[config.mk]
export PLATFORM = sky130hd
export DESIGN_NAME = strobe_in_fifo
export DESIGN_NICKNAME = d
export VERILOG_FILES = /design/src/rtl/infifo_pkg.sv /design/src/rtl/strobe_sync.sv /design/src/rtl/fifo_ctrl.sv /design/src/rtl/fifo_store.sv /design/src/rtl/strobe_in_fifo.sv
export SDC_FILE = /design/constraint.sdc
export NUM_CORES = 2
export LEC_CHECK = 0
export ABC_AREA = 1
export BUFFER_PORTS_ARGS = -buffer_cell sky130_fd_sc_hd__buf_4
export CAP_MARGIN = 40
export CORE_MARGIN = 2
export CORE_UTILIZATION = 35
export DETAILED_ROUTE_END_ITERATION = 7
export GPL_TIMING_DRIVEN = 0
export HOLD_SLACK_MARGIN = 0.05
export SLEW_MARGIN = 40
export SYNTH_ARGS = -nofsm -noshare
export SYNTH_HDL_FRONTEND = slang
export SYNTH_HIERARCHICAL = 1
export SYNTH_SLANG_ARGS = --single-unit
[constraint.sdc]
create_clock -name clk -period 5.1 [get_ports clk]
set_input_delay 0.51 -clock clk [delete_from_list [all_inputs] [get_ports clk]]
set_output_delay 0.51 -clock clk [all_outputs]
set_load 0.05 [all_outputs]
[src/rtl/infifo_pkg.sv]
// Package: shared helpers for the strobe-written input FIFO.
// Assumes pointers index a storage array of 'depth' entries, depth >= 2.
package infifo_pkg;

    // Advance a ring pointer, wrapping after depth-1 (depth need not be a power of two).
    function automatic logic [15:0] ring_next(input logic [15:0] ptr, input int depth);
        if (ptr == 16'(depth - 1))
            ring_next = '0;
        else
            ring_next = ptr + 16'd1;
    endfunction

endpackage

[src/rtl/strobe_sync.sv]
// strobe_sync: brings the asynchronous bus write cycle into the clock domain.
// The combined cycle (chip select and write strobe both low) passes through
// SYNC_STAGES flops. Bus data passes through an equally deep pipeline, so that
// each data sample lines up with the strobe sample taken at the same edge.
// The hold register keeps the data from the latest edge that saw the cycle
// active. One push pulse is issued when the synchronised cycle ends.
// Assumes the bus holds data stable through the end of the strobe.
module strobe_sync #(
    parameter int DATA_W      = 13,
    parameter int SYNC_STAGES = 2
) (
    input  logic              clk,
    input  logic              rst_n,
    input  logic              bus_ce_n,
    input  logic              bus_we_n,
    input  logic [DATA_W-1:0] bus_data,
    output logic              push,
    output logic [DATA_W-1:0] push_data
);
    localparam int LAST = SYNC_STAGES - 1;

    logic              cyc_raw;
    logic [LAST:0]     cyc_sr;
    logic [DATA_W-1:0] dat_sr [SYNC_STAGES];
    logic              cyc_prev;
    logic [DATA_W-1:0] hold_q;

    assign cyc_raw = ~bus_ce_n & ~bus_we_n;

    genvar g;
    generate
        for (g = 0; g < SYNC_STAGES; g++) begin : g_stage
            if (g == 0) begin : g_first
                // First stage: sample the raw bus cycle and data.
                always_ff @(posedge clk) begin
                    if (!rst_n) begin
                        cyc_sr[0] <= 1'b0;
                        dat_sr[0] <= '0;
                    end else begin
                        cyc_sr[0] <= cyc_raw;
                        dat_sr[0] <= bus_data;
                    end
                end
            end else begin : g_rest
                // Later stages: shift cycle and data in lockstep.
                always_ff @(posedge clk) begin
                    if (!rst_n) begin
                        cyc_sr[g] <= 1'b0;
                        dat_sr[g] <= '0;
                    end else begin
                        cyc_sr[g] <= cyc_sr[g-1];
                        dat_sr[g] <= dat_sr[g-1];
                    end
                end
            end
        end
    endgenerate

    // Remember the last synchronised cycle level for end-of-cycle detection.
    always_ff @(posedge clk) begin
        if (!rst_n) cyc_prev <= 1'b0;
        else        cyc_prev <= cyc_sr[LAST];
    end

    // Hold the data sampled with the most recent active strobe sample.
    always_ff @(posedge clk) begin
        if (!rst_n)              hold_q <= '0;
        else if (cyc_sr[LAST])   hold_q <= dat_sr[LAST];
    end

    assign push      = cyc_prev & ~cyc_sr[LAST];
    assign push_data = hold_q;

    // One bus cycle gives a single-cycle push, never two in a row.
    assert_single_push_R2: assert property (@(posedge clk) disable iff (!rst_n)
        push |=> !push);

    // Data being pushed does not change under the push.
    assert_push_data_stable_R3: assert property (@(posedge clk) disable iff (!rst_n)
        push |-> $stable(push_data));

endmodule

[src/rtl/fifo_ctrl.sv]
// fifo_ctrl: pointer, count, flag and overflow tracking for a DEPTH-entry ring.
// A push while full is dropped and latches the sticky error flag.
// A pop while empty is dropped. A push and a pop in the same cycle both proceed,
// as long as each is legal on its own. Assumes DEPTH >= 2.
module fifo_ctrl #(
    parameter int DEPTH = 255
) (
    input  logic                     clk,
    input  logic                     rst_n,
    input  logic                     push,
    input  logic                     pop_req,
    output logic                     wr_go,
    output logic [$clog2(DEPTH)-1:0] wr_addr,
    output logic                     rd_go,
    output logic [$clog2(DEPTH)-1:0] rd_addr,
    output logic                     full,
    output logic                     empty,
    output logic                     err
);
    import infifo_pkg::*;

    localparam int PTR_W = $clog2(DEPTH);
    localparam int CNT_W = $clog2(DEPTH + 1);

    logic [PTR_W-1:0] wptr, rptr;
    logic [CNT_W-1:0] count;
    logic             is_full, is_empty;

    assign is_full  = (count == CNT_W'(DEPTH));
    assign is_empty = (count == '0);
    assign wr_go    = push & ~is_full;
    assign rd_go    = pop_req & ~is_empty;

    // Write pointer advances on every accepted push.
    always_ff @(posedge clk) begin
        if (!rst_n)     wptr <= '0;
        else if (wr_go) wptr <= PTR_W'(ring_next(16'(wptr), DEPTH));
    end

    // Read pointer advances on every accepted pop.
    always_ff @(posedge clk) begin
        if (!rst_n)     rptr <= '0;
        else if (rd_go) rptr <= PTR_W'(ring_next(16'(rptr), DEPTH));
    end

    // Occupancy count follows accepted pushes and pops.
    always_ff @(posedge clk) begin
        if (!rst_n)              count <= '0;
        else if (wr_go && !rd_go) count <= count + 1'b1;
        else if (rd_go && !wr_go) count <= count - 1'b1;
    end

    // Sticky overflow flag set by a push that found the FIFO full.
    always_ff @(posedge clk) begin
        if (!rst_n)               err <= 1'b0;
        else if (push && is_full) err <= 1'b1;
    end

    assign wr_addr = wptr;
    assign rd_addr = rptr;
    assign full    = is_full;
    assign empty   = is_empty;

    assert_count_bound_R5: assert property (@(posedge clk) disable iff (!rst_n)
        count <= CNT_W'(DEPTH));

    assert_full_drop_R7: assert property (@(posedge clk) disable iff (!rst_n)
        (push && is_full && !pop_req) |=> ($stable(count) && $stable(wptr) && err));

    assert_err_sticky_R7: assert property (@(posedge clk) disable iff (!rst_n)
        err |=> err);

    assert_empty_pop_ignored_R8: assert property (@(posedge clk) disable iff (!rst_n)
        (pop_req && is_empty && !push) |=> ($stable(rptr) && count == '0));

endmodule

[src/rtl/fifo_store.sv]
// fifo_store: word storage with a registered read port.
// Accepted writes land at wr_addr. An accepted read loads the output register
// from rd_addr, and otherwise the output holds its value. Contents are not reset.
module fifo_store #(
    parameter int DATA_W = 13,
    parameter int DEPTH  = 255
) (
    input  logic                     clk,
    input  logic                     rst_n,
    input  logic                     wr_go,
    input  logic [$clog2(DEPTH)-1:0] wr_addr,
    input  logic [DATA_W-1:0]        wr_data,
    input  logic                     rd_go,
    input  logic [$clog2(DEPTH)-1:0] rd_addr,
    output logic [DATA_W-1:0]        rd_data
);
    logic [DATA_W-1:0] mem [DEPTH];
    logic [DATA_W-1:0] out_q;

    // Store an accepted word.
    always_ff @(posedge clk) begin
        if (wr_go) mem[wr_addr] <= wr_data;
    end

    // Load the output register on an accepted read, otherwise hold.
    always_ff @(posedge clk) begin
        if (!rst_n)     out_q <= '0;
        else if (rd_go) out_q <= mem[rd_addr];
    end

    assign rd_data = out_q;

    assert_dout_hold_R4: assert property (@(posedge clk) disable iff (!rst_n)
        !rd_go |=> $stable(out_q));

endmodule

[src/rtl/strobe_in_fifo.sv]
// strobe_in_fifo: top of the strobe-written input FIFO.
// Asynchronous bus writes are synchronised into pushes. The clock-domain logic
// drains words with rd_en. Reset is synchronous and active low.
module strobe_in_fifo #(
    parameter int DATA_W      = 13,
    parameter int DEPTH       = 255,
    parameter int SYNC_STAGES = 2
) (
    input  logic              clk,
    input  logic              rst_n,
    input  logic              bus_ce_n,
    input  logic              bus_we_n,
    input  logic [DATA_W-1:0] bus_data,
    input  logic              rd_en,
    output logic [DATA_W-1:0] rd_data,
    output logic              full,
    output logic              empty,
    output logic              ovf_err
);
    localparam int PTR_W = $clog2(DEPTH);

    logic              push;
    logic [DATA_W-1:0] push_data;
    logic              wr_go, rd_go;
    logic [PTR_W-1:0]  wr_addr, rd_addr;

    strobe_sync #(.DATA_W(DATA_W), .SYNC_STAGES(SYNC_STAGES)) u_sync (
        .clk(clk), .rst_n(rst_n), .bus_ce_n(bus_ce_n), .bus_we_n(bus_we_n),
        .bus_data(bus_data), .push(push), .push_data(push_data)
    );

    fifo_ctrl #(.DEPTH(DEPTH)) u_ctrl (
        .clk(clk), .rst_n(rst_n), .push(push), .pop_req(rd_en),
        .wr_go(wr_go), .wr_addr(wr_addr), .rd_go(rd_go), .rd_addr(rd_addr),
        .full(full), .empty(empty), .err(ovf_err)
    );

    fifo_store #(.DATA_W(DATA_W), .DEPTH(DEPTH)) u_store (
        .clk(clk), .rst_n(rst_n), .wr_go(wr_go), .wr_addr(wr_addr),
        .wr_data(push_data), .rd_go(rd_go), .rd_addr(rd_addr), .rd_data(rd_data)
    );

    assert_full_not_empty_R5: assert property (@(posedge clk) disable iff (!rst_n)
        !(full && empty));

    assert_reset_state_R1: assert property (@(posedge clk)
        !rst_n |=> (empty && !full && !ovf_err));

endmodule

==> out/results.ini <==
[status]
run_status=completed

[clock_tree]
cts_inserted_buffers=350
cts_setup_buffers=0
clk-insertion-delay-late_ns=0.98
cts.path.max_buffers=4
cts_root_buffer_type=sky130_fd_sc_hd__clkbuf_16
clk_transition_reported_paths_ns=0.06
htree_num_levels=5
clock_tree_from_tritoncts=built
cts.sink_count=3395

[finish]
post_route_cells_drive_above_1_share=0.130
fillers=36500
syn_to_final_growth_pct=16.7
design.final.nets=12200

[power_and_ir_drop]
comb_power_share=0.193
power.density_nw_per_um2=434
total_leakage_power_nw=55.4
maximum_vdd_ir_drop_mv=0.299
p_sw_w=0.0215
power.internal_w=0.0483
clock_power_share=0.367
sequentialPowerShare=0.439
sw_share=0.308

[yosys]
ys.flop_type=sky130_fd_sc_hd__edfxtp_1
synth_enable_flop_cells=3315
seq_area_frac_synth=0.735
ys.warnings.count=6
ys_seq_elements=3395
mappedNetlistNets=11600
proportion_of_register_bits_with_asynchronous_set_or_reset_after_synthesis=0
synthesis.instances=11600
avgSynthCellArea_um2=11.9
synthesis.area_um2=138000
count_of_cell_types_in_the_netlist=34

[placement]
dpl_worst_slack_ns=0.754
place.port_buffers=33
globalplace.congestion=0.973
dpl.hpwl_mm=357

[run]
max_cap_viols=0

[grt]
grt_max_degree=50
overall_overflow_remaining_after_global_route=0
first_global_vias=89300
grt_usage=0.248
antenna_violations_before_repair=19
grt_first_pass_wirelength_mm=698

[floorplan]
die_height_um=631
die_width_um=631
rows=230
initial_utilization=0.351
die_area_um2=398000
io-pin-count=34
placeableCoreArea_um2=392000

[sta]
post_route_setup_slack_ns=0.547
final_max_slew_viol_count=0
count_of_endpoints_failing_hold_in_the_final_timing_report=0
relSlewSlack=0.354
rsz0062_at_grt=false
worst-slew-pin-transition_ns=0.969
skew_ns=0.0511
timing.fmax_mhz=220
post-route-min-period_ns=4.55
final.period_utilization=0.893
setup_tns_ns=0
setup-violations-final=0

[worst_setup_path]
crit_fanout=13
worstPathArrival_ns=5.12
crit_path_top_delay_cell=sky130_fd_sc_hd__nor2_2
critical_path.max_stage_delay_ns=0.67
cp_num_buf_inv=6
critical_path.top_delay_family=simple AND/OR/NAND/NOR gates
crit_path_cell_trace=buf_6 > buf_6 > nor2_2 > nand2_4 > inv_4 > clkbuf_1 > nand2_1 > clkbuf_4 > buf_12 > nor2_2
category_of_the_worst_setup_path_launch_point=flop
worst_ep_required_time_ns=5.67
timing.critical_path.to_type=flop
critical_path_class=flop to flop

[drt]
vias_per_cell=5.57
antenna_left=0
detailedRoute.firstPassIterationCount=7
drt_iter0_drc=16400
detail_route.wirelength_mm=509
total_via_count_after_detailed_routing=98300
remaining_drc_errors=0
wire_per_inst_um=28.8

[hold_path]
hold_path.class=input port to flop

[worst reg2reg max path, delay by kind of cell, from the launching register on]
| family | cells | cell delay, ns |
|---|---|---|
| AND/OR/NAND/NOR | 4 | 2.20 |
| flip-flops | 1 | 0.30 |
| buffers and inverters | 6 | 1.69 |
[cell usage in the layout, fill, tap and decap left out, drive strengths merged, types with 4 or more instances in the layout]
master / count
diode: 13
a21oi: 17
inv: 162
nand3b: 4
o21ai: 8
bufinv: 31
nand3: 3287
clkbuf: 549
buf: 828
clkinv: 152
xor2: 8
nor2: 396
edfxtp: 3315
clkinvlp: 6
dfxtp: 80
ha: 11
dlygate4sd3: 17
nand2: 3541
[routing by layer]
layer  global-route usage  vias up  wire length [um]
met2                0.367     6553            218000
met4                0.141       10             33400
met3               0.0599     1094             65500
met5                    0        -                61
li1                     -    42200                 -
met1                0.333    48400            192000
[area by class of cell]
cell class / count / area [um^2] / share of cell area
inverters: 148 / 561 / 0.00349
repair buffers: 189 / 3180 / 0.0198
plain buffers: 778 / 4300 / 0.0268
diodes: 13 / 32.5 / 0.000203
clock inverters: 203 / 2220 / 0.0138
clock buffers: 427 / 9140 / 0.0569
well taps: 5220 / 6530 / 0.0407
multi-input cells: 7283 / 33400 / 0.208
flip-flops and latches: 3395 / 101000 / 0.630
[worst paths after layout]
kind	end	cells past startpoint	slack [ns]	from
setup / recovery	u_store/mem[209][6]$_DFFE_PP_	10	0.55	u_sync/cyc_sr[1]$_SDFF_PN0_
hold / removal	u_sync/cyc_sr[0]$_SDFF_PN0_	3	0.27	bus_ce_n
setup reg to reg	u_store/mem[209][6]$_DFFE_PP_	10	0.55	u_sync/cyc_sr[1]$_SDFF_PN0_
hold reg to reg	u_sync/dat_sr[1][6]$_SDFF_PN0_	2	0.39	u_sync/dat_sr[0][6]$_SDFF_PN0_
[sequential cells by signal, indices dropped and copies added (netlist names)]
register and count:
u_ctrl/count 8, u_ctrl/err 1, u_ctrl/rd_addr 8, u_ctrl/wr_addr 8
u_store/mem 3315, u_store/rd_data 13, u_sync/cyc_prev 1, u_sync/cyc_sr 2
u_sync/dat_sr 26, u_sync/push_data 13
[cell usage after synthesis (all sizes together) (3+ instances only)]
cell    instances  area [um^2]
a21oi          17         92.6
buf           656         3690
clkbuf        122          458
dfxtp          80         1600
edfxtp       3315        99500
ha             11          138
inv           146          553
nand2        3541        13300
nand3        3287        16500
nand3b          4         30.0
nand4           3         25.0
nor2          396         1510
nor3            3         15.0
o21ai           8         43.8
xor2            8         70.1
[stage by stage]
stage	power [W]	hold WS (ns)	util	instances	instance area [um^2]
3_3_place_gp	0.0442	0.397	0.368	16900	144000
5_1_grt	0.0716	0.266	0.410	17600	161000
3_5_place_dp	0.0442	0.396	0.380	17000	149000
6_report	0.0698	0.275	0.410	17700	161000
2_1_floorplan	0.0385	0.390	-	11600	138000
4_1_cts	0.0695	0.210	0.409	17600	160000
[cells by family after synthesis]
family,count (synthesis),share of synthesized area
AND/OR/NAND/NOR,7236,0.228
AO/OA/AOI/OAI,26,0.00105
buffers and inverters,926,0.0342
adder cells (fa/ha/maj),12,0.00115
flip-flops,3395,0.735
XOR/XNOR,9,0.000573
[power groups by stage]
stage / logic, W / registers [W] / clock network (W)
after global placement: 0.0124 / 0.0317 / 0
after detailed placement: 0.0130 / 0.0312 / 0
after floorplan: 0.00706 / 0.0314 / 0
after global routing: 0.0141 / 0.0306 / 0.0268
final: 0.0135 / 0.0306 / 0.0256
after CTS: 0.0130 / 0.0306 / 0.0258
[timing repair]
item	4_1_cts	5_1_grt
hold endpoints to repair	29	0
gates resized for setup	0	0
endpoints found under the setup margin	0	0
hold buffers	17	0
Power figures use the tool's default switching activity.
